File: src/rtl/pctl_pkg.sv
package pctl_pkg;

   localparam int CTL_OPC_W  = 6;
   localparam int CTL_MODE_W = 2;
   localparam int CTL_FN_W   = 4;
   localparam int CTL_FUNC_W = 6;

   // Execute-stage group
   typedef struct packed {
      logic                  dest_rd;
      logic [CTL_MODE_W-1:0] alu_mode;
      logic                  b_imm;
   } ex_grp_t;

   // Memory-stage group
   typedef struct packed {
      logic is_beq;
      logic ld_en;
      logic st_en;
   } mem_grp_t;

   // Write-back group
   typedef struct packed {
      logic sel_load;
      logic rf_we;
   } wb_grp_t;

   typedef struct packed {
      mem_grp_t mem;
      wb_grp_t  wb;
   } late_grp_t;

   typedef struct packed {
      ex_grp_t   ex;
      late_grp_t late;
   } ctl_all_t;

   localparam int CTL_ALL_W  = $bits(ctl_all_t);
   localparam int CTL_LATE_W = $bits(late_grp_t);
   localparam int CTL_WB_W   = $bits(wb_grp_t);

   // Opcodes
   localparam logic [CTL_OPC_W-1:0] OPC_REG   = 6'b000000;
   localparam logic [CTL_OPC_W-1:0] OPC_LOAD  = 6'b100011;
   localparam logic [CTL_OPC_W-1:0] OPC_STORE = 6'b101011;
   localparam logic [CTL_OPC_W-1:0] OPC_BEQ   = 6'b000100;

   // ALU modes
   localparam logic [CTL_MODE_W-1:0] MODE_ADD  = 2'b00;
   localparam logic [CTL_MODE_W-1:0] MODE_SUB  = 2'b01;
   localparam logic [CTL_MODE_W-1:0] MODE_FUNC = 2'b10;

   // Function codes
   localparam logic [CTL_FUNC_W-1:0] FC_ADD = 6'b100000;
   localparam logic [CTL_FUNC_W-1:0] FC_SUB = 6'b100010;
   localparam logic [CTL_FUNC_W-1:0] FC_AND = 6'b100100;
   localparam logic [CTL_FUNC_W-1:0] FC_OR  = 6'b100101;
   localparam logic [CTL_FUNC_W-1:0] FC_SLT = 6'b101010;

   // ALU function outputs
   localparam logic [CTL_FN_W-1:0] FN_AND = 4'b0000;
   localparam logic [CTL_FN_W-1:0] FN_OR  = 4'b0001;
   localparam logic [CTL_FN_W-1:0] FN_ADD = 4'b0010;
   localparam logic [CTL_FN_W-1:0] FN_SUB = 4'b0110;
   localparam logic [CTL_FN_W-1:0] FN_SLT = 4'b0111;
   localparam logic [CTL_FN_W-1:0] FN_BAD = 4'b1111;

endpackage

File: src/rtl/pctl_decode.sv
module pctl_decode
   import pctl_pkg::*;
#(
   parameter int INSTR_W = 32,
   parameter int OPC_W   = 6,
   parameter int IMM_W   = 16,
   parameter int FUNC_W  = 6
) (
   input  logic [INSTR_W-1:0] instr,
   output ctl_all_t           ctl,
   output logic [FUNC_W-1:0]  func_bits
);

   localparam int SX_W = INSTR_W - IMM_W;

   logic [OPC_W-1:0]   opc;
   logic [INSTR_W-1:0] imm_sx;
   logic               unused_mid;

   assign opc    = instr[INSTR_W-1 -: OPC_W];
   assign imm_sx = {{SX_W{instr[IMM_W-1]}}, instr[IMM_W-1:0]};

   // Low bits of the sign-extended immediate feed ALU control.
   assign func_bits = imm_sx[FUNC_W-1:0];

   // Register fields between the opcode and immediate carry no control.
   assign unused_mid = ^{instr[INSTR_W-OPC_W-1:IMM_W], imm_sx[INSTR_W-1:FUNC_W]};

   always_comb begin
      ctl = '0;
      case (opc)
         OPC_REG: begin
            ctl.ex.dest_rd    = 1'b1;
            ctl.ex.alu_mode   = MODE_FUNC;
            ctl.late.wb.rf_we = 1'b1;
         end
         OPC_LOAD: begin
            ctl.ex.b_imm         = 1'b1;
            ctl.late.mem.ld_en   = 1'b1;
            ctl.late.wb.sel_load = 1'b1;
            ctl.late.wb.rf_we    = 1'b1;
         end
         OPC_STORE: begin
            ctl.ex.b_imm       = 1'b1;
            ctl.late.mem.st_en = 1'b1;
         end
         OPC_BEQ: begin
            ctl.late.mem.is_beq = 1'b1;
            ctl.ex.alu_mode     = MODE_SUB;
         end
         default: ctl = '0;
      endcase
   end

endmodule

File: src/rtl/pctl_alu_ctl.sv
module pctl_alu_ctl
   import pctl_pkg::*;
#(
   parameter int MODE_W = 2,
   parameter int FUNC_W = 6,
   parameter int FN_W   = 4
) (
   input  logic [MODE_W-1:0] mode,
   input  logic [FUNC_W-1:0] func_bits,
   output logic [FN_W-1:0]   fn
);

   logic [FN_W-1:0] fn_from_code;

   always_comb begin
      case (func_bits)
         FC_ADD:  fn_from_code = FN_ADD;
         FC_SUB:  fn_from_code = FN_SUB;
         FC_AND:  fn_from_code = FN_AND;
         FC_OR:   fn_from_code = FN_OR;
         FC_SLT:  fn_from_code = FN_SLT;
         default: fn_from_code = FN_BAD;
      endcase
   end

   always_comb begin
      case (mode)
         MODE_ADD:  fn = FN_ADD;
         MODE_SUB:  fn = FN_SUB;
         MODE_FUNC: fn = fn_from_code;
         default:   fn = FN_BAD;
      endcase
   end

endmodule

File: src/rtl/pctl_pipe_reg.sv
module pctl_pipe_reg #(
   parameter int CTL_W   = 9,
   parameter int DAT_W   = 1,
   parameter bit HAS_DAT = 1'b1
) (
   input  logic             clk,
   input  logic             rst,
   input  logic [CTL_W-1:0] ctl_d,
   output logic [CTL_W-1:0] ctl_q,
   input  logic [DAT_W-1:0] dat_d,
   output logic [DAT_W-1:0] dat_q
);

   if (CTL_W < 1) begin : g_bad_ctl
      $error("pctl_pipe_reg: CTL_W must be at least 1");
   end
   if (DAT_W < 1) begin : g_bad_dat
      $error("pctl_pipe_reg: DAT_W must be at least 1");
   end

   // Control fields: cleared by reset, loaded on every edge.
   always_ff @(posedge clk) begin
      if (rst) ctl_q <= '0;
      else     ctl_q <= ctl_d;
   end

   if (HAS_DAT) begin : g_dat
      // Datapath fields: loaded on every edge and never reset.
      always_ff @(posedge clk) begin
         dat_q <= dat_d;
      end
   end else begin : g_no_dat
      logic unused_dat;
      assign unused_dat = ^dat_d;
      assign dat_q      = '0;
   end

   // a reset edge leaves every control field clear
   p_clear_on_reset_r11: assert property (@(posedge clk) rst |=> (ctl_q == '0))
      else $error("control field not cleared by reset");

endmodule

File: src/rtl/pctl_top.sv
module pctl_top
   import pctl_pkg::*;
#(
   parameter int INSTR_W     = 32,
   parameter int OPC_W       = 6,
   parameter int IMM_W       = 16,
   parameter int FUNC_W      = 6,
   parameter int FN_W        = 4,
   parameter bit ZERO_IN_MEM = 1'b0
) (
   input  logic               clk,
   input  logic               rst,
   input  logic [INSTR_W-1:0] id_instr,
   input  logic               ex_alu_zero,
   output logic               ex_dest_rd,
   output logic [1:0]         ex_alu_mode,
   output logic               ex_b_imm,
   output logic [FN_W-1:0]    ex_alu_fn,
   output logic               mem_is_beq,
   output logic               mem_ld_en,
   output logic               mem_st_en,
   output logic               mem_take_tgt,
   output logic               wb_sel_load,
   output logic               wb_rf_we
);

   // Elaboration checks
   if (OPC_W != CTL_OPC_W) begin : g_chk_opc
      $error("pctl_top: opcode width must match the encoding");
   end
   if (FUNC_W != CTL_FUNC_W) begin : g_chk_func
      $error("pctl_top: function-code width must match the encoding");
   end
   if (FN_W != CTL_FN_W) begin : g_chk_fn
      $error("pctl_top: ALU function width must be 4");
   end
   if (FUNC_W > IMM_W) begin : g_chk_imm
      $error("pctl_top: function code must fit in the immediate");
   end
   if (IMM_W + OPC_W > INSTR_W) begin : g_chk_word
      $error("pctl_top: opcode and immediate overlap");
   end

   // Decode stage
   ctl_all_t          id_ctl;
   logic [FUNC_W-1:0] id_func;

   pctl_decode #(
      .INSTR_W (INSTR_W),
      .OPC_W   (OPC_W),
      .IMM_W   (IMM_W),
      .FUNC_W  (FUNC_W)
   ) u_decode (
      .instr     (id_instr),
      .ctl       (id_ctl),
      .func_bits (id_func)
   );

   // ID/EX: all three groups plus the function code
   logic [CTL_ALL_W-1:0] idex_ctl_q;
   logic [FUNC_W-1:0]    idex_func_q;
   ctl_all_t             idex_c;

   pctl_pipe_reg #(
      .CTL_W   (CTL_ALL_W),
      .DAT_W   (FUNC_W),
      .HAS_DAT (1'b1)
   ) u_idex (
      .clk   (clk),
      .rst   (rst),
      .ctl_d (id_ctl),
      .ctl_q (idex_ctl_q),
      .dat_d (id_func),
      .dat_q (idex_func_q)
   );

   assign idex_c = ctl_all_t'(idex_ctl_q);

   // Execute stage consumes its group
   assign ex_dest_rd  = idex_c.ex.dest_rd;
   assign ex_alu_mode = idex_c.ex.alu_mode;
   assign ex_b_imm    = idex_c.ex.b_imm;

   pctl_alu_ctl #(
      .MODE_W (CTL_MODE_W),
      .FUNC_W (FUNC_W),
      .FN_W   (FN_W)
   ) u_alu_ctl (
      .mode      (idex_c.ex.alu_mode),
      .func_bits (idex_func_q),
      .fn        (ex_alu_fn)
   );

   // EX/MEM: memory and write-back groups, plus zero flag when registered
   logic [CTL_LATE_W-1:0] exmem_ctl_q;
   logic [0:0]            exmem_zero_q;
   late_grp_t             exmem_c;
   logic                  mem_zero;

   pctl_pipe_reg #(
      .CTL_W   (CTL_LATE_W),
      .DAT_W   (1),
      .HAS_DAT (!ZERO_IN_MEM)
   ) u_exmem (
      .clk   (clk),
      .rst   (rst),
      .ctl_d (idex_c.late),
      .ctl_q (exmem_ctl_q),
      .dat_d (ex_alu_zero),
      .dat_q (exmem_zero_q)
   );

   assign exmem_c = late_grp_t'(exmem_ctl_q);

   if (ZERO_IN_MEM) begin : g_zero_direct
      // Zero flag is already aligned to the memory stage by its source.
      logic unused_zero_q;
      assign unused_zero_q = exmem_zero_q[0];
      assign mem_zero      = ex_alu_zero;
   end else begin : g_zero_reg
      assign mem_zero = exmem_zero_q[0];
   end

   // Memory stage consumes its group
   assign mem_is_beq   = exmem_c.mem.is_beq;
   assign mem_ld_en    = exmem_c.mem.ld_en;
   assign mem_st_en    = exmem_c.mem.st_en;
   assign mem_take_tgt = exmem_c.mem.is_beq & mem_zero;

   // MEM/WB: write-back group only
   logic [CTL_WB_W-1:0] memwb_ctl_q;
   logic [0:0]          memwb_dat_q;
   wb_grp_t             memwb_c;
   logic                unused_memwb;

   pctl_pipe_reg #(
      .CTL_W   (CTL_WB_W),
      .DAT_W   (1),
      .HAS_DAT (1'b0)
   ) u_memwb (
      .clk   (clk),
      .rst   (rst),
      .ctl_d (exmem_c.wb),
      .ctl_q (memwb_ctl_q),
      .dat_d (1'b0),
      .dat_q (memwb_dat_q)
   );

   assign memwb_c      = wb_grp_t'(memwb_ctl_q);
   assign unused_memwb = memwb_dat_q[0];
   assign wb_sel_load  = memwb_c.sel_load;
   assign wb_rf_we     = memwb_c.rf_we;

   // memory outputs follow the execute-stage copy one edge later
   p_mem_follows_ex_r6: assert property (@(posedge clk) disable iff (rst)
      !$past(rst) |-> ({mem_is_beq, mem_ld_en, mem_st_en} == $past(idex_c.late.mem)))
      else $error("memory group did not advance from execute");

   // write-back outputs follow the memory-stage copy one edge later
   p_wb_follows_mem_r6: assert property (@(posedge clk) disable iff (rst)
      !$past(rst) |-> ({wb_sel_load, wb_rf_we} == $past(exmem_c.wb)))
      else $error("write-back group did not advance from memory");

   // branch target only taken with a branch in the memory stage
   p_take_needs_beq_r9: assert property (@(posedge clk) disable iff (rst)
      mem_take_tgt |-> mem_is_beq)
      else $error("branch target selected without a branch");

   // read and write never together in the memory stage
   p_ld_st_excl_r2: assert property (@(posedge clk) disable iff (rst)
      !(mem_ld_en && mem_st_en))
      else $error("memory read and write both active");

   // load-data select only comes with a register write
   p_load_writes_r2: assert property (@(posedge clk) disable iff (rst)
      wb_sel_load |-> wb_rf_we)
      else $error("load data selected without register write");

   // mode 11 is never produced
   p_mode_legal_r7: assert property (@(posedge clk) disable iff (rst)
      ex_alu_mode != 2'b11)
      else $error("illegal ALU mode in execute");

endmodule

File: config.mk
export PLATFORM = sky130hd
export DESIGN_NAME = pctl_top
export DESIGN_NICKNAME = d
export VERILOG_FILES = /design/src/rtl/pctl_pkg.sv /design/src/rtl/pctl_decode.sv /design/src/rtl/pctl_alu_ctl.sv /design/src/rtl/pctl_pipe_reg.sv /design/src/rtl/pctl_top.sv
export SDC_FILE = /design/constraint.sdc
export NUM_CORES = 1
export LEC_CHECK = 0
export BUFFER_PORTS_ARGS = -buffer_cell sky130_fd_sc_hd__buf_4
export CORE_AREA = 2 2 49 51
export CTS_BUF_LIST = sky130_fd_sc_hd__clkbuf_2
export DETAILED_ROUTE_END_ITERATION = 8
export DIE_AREA = 0 0 51 53
export PLACE_DENSITY = 0.71
export SLEW_MARGIN = 20
export SYNTH_ARGS = -nofsm -noshare
export SYNTH_HDL_FRONTEND = slang
export SYNTH_HIERARCHICAL = 1
export SYNTH_SLANG_ARGS = --single-unit
File: constraint.sdc
create_clock -name clk -period 3.2 [get_ports clk]
set_clock_uncertainty 0.2 [all_clocks]
set_input_delay 0.96 -clock clk [delete_from_list [all_inputs] [get_ports clk]]
set_output_delay 0.96 -clock clk [all_outputs]
set_load 0.02 [all_outputs]
---- Yosys cells after proc, flatten, opt, wreduce, memory -nomap -nowiden ----
Index checks and enable logic that the tools add are counted.
storage, ports and cells
  bits in read-only memories .............. 0
  RAM bits ................................ 0
  latch bits .............................. 0
  memories ................................ 0
  register bits after elaboration ......... 23
  output and inout bits ................... 14
operators by class
  divide/modulo/power cells ............... 0
  shifts and indexed selects .............. 0
  $mul .................................... 0
  mux-type cells .......................... 9
  reductions and logical operators ........ 4
  bitwise operators ....................... 1
  $lt $le $gt $ge ......................... 0
  add/sub/neg operators ................... 0
  equality and inequality tests ........... 10
operators with widths
  operator                                                               count
  6-bit equality test, second input constant                             7
  4-bit one-hot mux with 5 select lines                                  1
  4-bit one-hot mux with 3 select lines                                  1
  6-bit by 3-bit equality test with 1-bit output, second input constant  1
  6-bit logical NOT                                                      1
  1-bit 2-to-1 mux                                                       6
  2-bit one-hot mux with 2 select lines                                  1
  2-bit OR reduction                                                     2
  2-bit by 1-bit equality test with 1-bit output, second input constant  1
  2-bit equality test, second input constant                             1
  2-bit logical NOT                                                      1
  1-bit AND                                                              1

---- Depth between registers and ports, before layout ----
  depth in word-level cells ............... 3
  gate-level depth with buffers ........... 4
  depth with buffers taken out ............ 3

---- Hierarchy ----
The synthesis kept the hierarchy.
by module, submodules not included
  module                    instances  cells each  sequential area each (um^2)  area an instance (um^2)
  pctl_pipe_reg at u_idex   1          24          300.3                        356.6
  pctl_pipe_reg at u_exmem  1          11          120.1                        151.4
  pctl_decode               1          19          0.0                          145.1
  pctl_alu_ctl              1          12          0.0                          81.3
  pctl_pipe_reg at u_memwb  1          6           40.0                         63.8
  pctl_top                  1          2           0.0                          10.0

---- Worst setup path before layout ----
OpenSTA, ideal clock, no wires.
  kind .................................... reg-to-output
  from .................................... register u_idex.ctl_q[6]
  to ...................................... output ex_alu_fn[0]
  slack ................................... 0.959 ns
  cell stages (with the launch flop) ...... 3
  path buffers ............................ 0
  arrival ................................. 1.081 ns
  path through ............................ dfxtp_1 > nor3_1 > a21boi_0
between the ends
  longest elaborated chain between the ends .. 2
RTL lines
  element                                            RTL line             RTL
  start: declaration                                 pctl_pipe_reg.sv:9   output logic [CTL_W-1:0] ctl_q,
  start signal: assignment                           pctl_pipe_reg.sv:24  else ctl_q <= ctl_d;
  2-bit equality test, or another cell as far along  pctl_alu_ctl.sv:27   case (mode)
  4-bit one-hot mux with 3 select lines *            pctl_alu_ctl.sv:27
  end: declaration                                   pctl_top.sv:18       output logic [FN_W-1:0] ex_alu_fn,
Mark *: on every way between the ends. The rest lies on a longest branch, timed or not.

---- Worst setup path after layout ----
  from .................................... register u_idex.dat_q[4]
  to ...................................... output ex_alu_fn[3]
between the ends
  longest elaborated chain between the ends .. 3
RTL lines
  element                                  RTL line             RTL
  start: declaration                       pctl_pipe_reg.sv:11  output logic [DAT_W-1:0] dat_q
  start signal: assignment                 pctl_pipe_reg.sv:30  dat_q <= dat_d;
  6-bit equality test                      pctl_alu_ctl.sv:16   case (func_bits)
  4-bit one-hot mux with 5 select lines *  pctl_alu_ctl.sv:16
  4-bit one-hot mux with 3 select lines *  pctl_alu_ctl.sv:27
Marks and branches as above.

==> key figures <==
Cells and area
  – Commonest non-fill, non-tap cells in the layout: 28 x buf_4, 23 x dfxtp_1, 17 x nor2b_1, 4 x nor3_1, 3 x clkbuf_2
  – Commonest non-fill, non-tap cell in the layout: buf_4
  – # fillers: 209
  – Share of cells above drive strength 1: 37.9%
  – Design Area, Final: 998 sq um
  – Number of nets in the layout: 131
  – N_diodes: 0
  – Area Overhead vs Synth: 25.9%

Floorplanning
  – Die Width: 51 microns
  – # IOs: 49
  – Num rows: 17
  – Die height: 53 microns
  – Initial Utilization: 36.9%
  – Core footprint: 0.00215 sq mm
  – Total die area: 0.00270 sq mm

Drt
  – Total Wirelength: 1110 microns
  – Drt first pass iters: 2
  – Drt drc: 0
  – DRT antenna net count: 0
  – Vias: 518
  – Vias per cell: 4.21
  – DRT iter0 DRCs: 6
  – Routed WL per cell: 9.00 microns

Timing
  – Worst slew pin tran: 267 ps
  – Final Hold Viols: 0
  – Fmax: 0.382 GHz
  – RSZ-0062 raised after global routing: false
  – Final worst slack: 581 ps
  – Setup TNS: 0 ps
  – Max-slew headroom: 81.9%
  – Max Slew Vio Count: 0
  – Final setup violation count: 0
  – Final period utilization: 81.8%
  – Period minus WS final: 2620 ps

Power
  – PwrDens: 434 mW/mm^2
  – Maximum vdd ir drop: 0.000145 V
  – Leak Pwr: 0.428 nW

Global routing
  – GR peak layer: met2
  – Antenna violations before repair: 0
  – Met1 GRT Util: 10.8%
  – Met3 GRT Util: 1.69%
  – Largest net degree at the start of global routing: 17
  – Met2 Use GR: 14.1%
  – Tot GR Track Use: 9.32%
  – First-pass GRT wire length: 1810 microns
  – Total global routing overflow: 0
  – Vias in the first global route: 456

Worst setup path
  – Worst r2r path cells: 1
  – CP startpoint kind: register
  – WS Path Type: register to output pin
  – Worst R2R Start: u_idex/ctl_q[0]$_SDFF_PP0_
  – Worst r2r dst: u_exmem/ctl_q[0]$_SDFF_PP0_
  – Crit-path max FO: 3
  – Critical Path End: ex_alu_fn[3]
  – Crit end category: output pin
  – Worst setup path startpoint: u_idex/dat_q[4]$_DFF_P_
  – Required time worst endpoint: 2040 ps
  – Crit path arrival time: 1460 ps
  – Flop2flop setup slack: 2470 ps

Placement
  – Cell Area, Placed: 978 sq um
  – DP Worst Slack: 950 ps
  – Global placer's final weighted congestion: 0.667
  – I/O Buffers: 28

Clock tree
  – H-tree Lvls: 1
  – CTS tree: yes
  – Post-CTS sizing: 0
  – Root buf cell: clkbuf_2
  – CTS hold repair buffers: 0
  – Clk_lat worst skew: 320 ps
  – CTS buffer count: 3
  – CTS sink count: 23
  – CTS max path bufs: 2
  – Worst-path clk slew: 200 ps
  – Setup Buffers After CTS: 0

Yosys
  – Mean Syn Cell Area: 11.2 sq um
  – Yosys warnings: 6
  – Mapped Area: 793 sq um
  – Syn nets: 106
  – Synthesized instance count: 71

Worst hold path
  – Hold WC Path Type: register to register

Outcome
  – Status: complete, no violations

Flow run
  – Max cap viols: 0
## stage by stage
| stage | utilization [%] | power, mW | hold WS (ps) | std cells |
|---|---|---|---|---|
| finish | 46.5 | 0.433 | 258 | 123 |
| global placement | 45.5 | 0.331 | 217 | 119 |
| floorplan | - | 0.315 | 214 | 71 |
| detailed placement | 45.5 | 0.332 | 220 | 119 |
| global route | 46.5 | 0.460 | 269 | 123 |
| CTS | 46.5 | 0.440 | 259 | 123 |
## area by class of cell
| cell class | count | area [sq um] | area share (%) |
|---|---|---|---|
| clock buffer | 3 | 15.0 | 1.50 |
| timing repair buffer | 28 | 210 | 21.1 |
| sequential | 23 | 460 | 46.1 |
| clock inverter | 1 | 5.00 | 0.501 |
| multi-input combinational | 39 | 269 | 26.9 |
| inverter | 1 | 3.75 | 0.376 |
| tap | 28 | 35.0 | 3.51 |
## registers in the layout (all words and copies together) (netlist names)
| name | count |
|---|---|
| u_idex/ctl_q | 9 |
| u_idex/dat_q | 6 |
| u_exmem/dat_q | 1 |
| u_exmem/ctl_q | 5 |
| u_memwb/ctl_q | 2 |
## how the worst min path moves through the flow
stage                                      from                          end  slack, ps  cells past startpoint
floorplan            u_idex/ctl_q[0]$_SDFF_PP0_  u_exmem/ctl_q[0]$_SDFF_PP0_        210                      1
global placement     u_idex/ctl_q[1]$_SDFF_PP0_  u_exmem/ctl_q[1]$_SDFF_PP0_        220                      1
detailed placement  u_exmem/ctl_q[0]$_SDFF_PP0_  u_memwb/ctl_q[0]$_SDFF_PP0_        220                      1
CTS                  u_idex/ctl_q[1]$_SDFF_PP0_  u_exmem/ctl_q[1]$_SDFF_PP0_        260                      1
global route        u_exmem/ctl_q[0]$_SDFF_PP0_  u_memwb/ctl_q[0]$_SDFF_PP0_        270                      1
finish              u_exmem/ctl_q[0]$_SDFF_PP0_  u_memwb/ctl_q[0]$_SDFF_PP0_        260                      1
## per-layer routing
layer / vias to the layer above / part of all wire (%) / wire (microns)
met5: - / 0 / 0
met4: 0 / 3.3 / 37
met3: 4 / 8.1 / 90
met2: 22 / 43 / 480
met1: 214 / 45 / 499
li1: 278 / - / -
## power breakdown
| part | leakage, nW | switching, mW | internal (mW) |
|---|---|---|---|
| Combinational | 0.224 | 0.0134 | 0.0168 |
| Clock | 0.0164 | 0.0792 | 0.0283 |
| Sequential | 0.188 | 0.00298 | 0.293 |
| Total | 0.428 | 0.0956 | 0.338 |
## worst max-delay path, cell delays in order, from the launching register on
cell and delay (ps):
dfxtp_1 330, nand2b_1 170, a2111oi_2 360, a21boi_1 120, buf_4 170
Power figures use the tool's default switching activity.
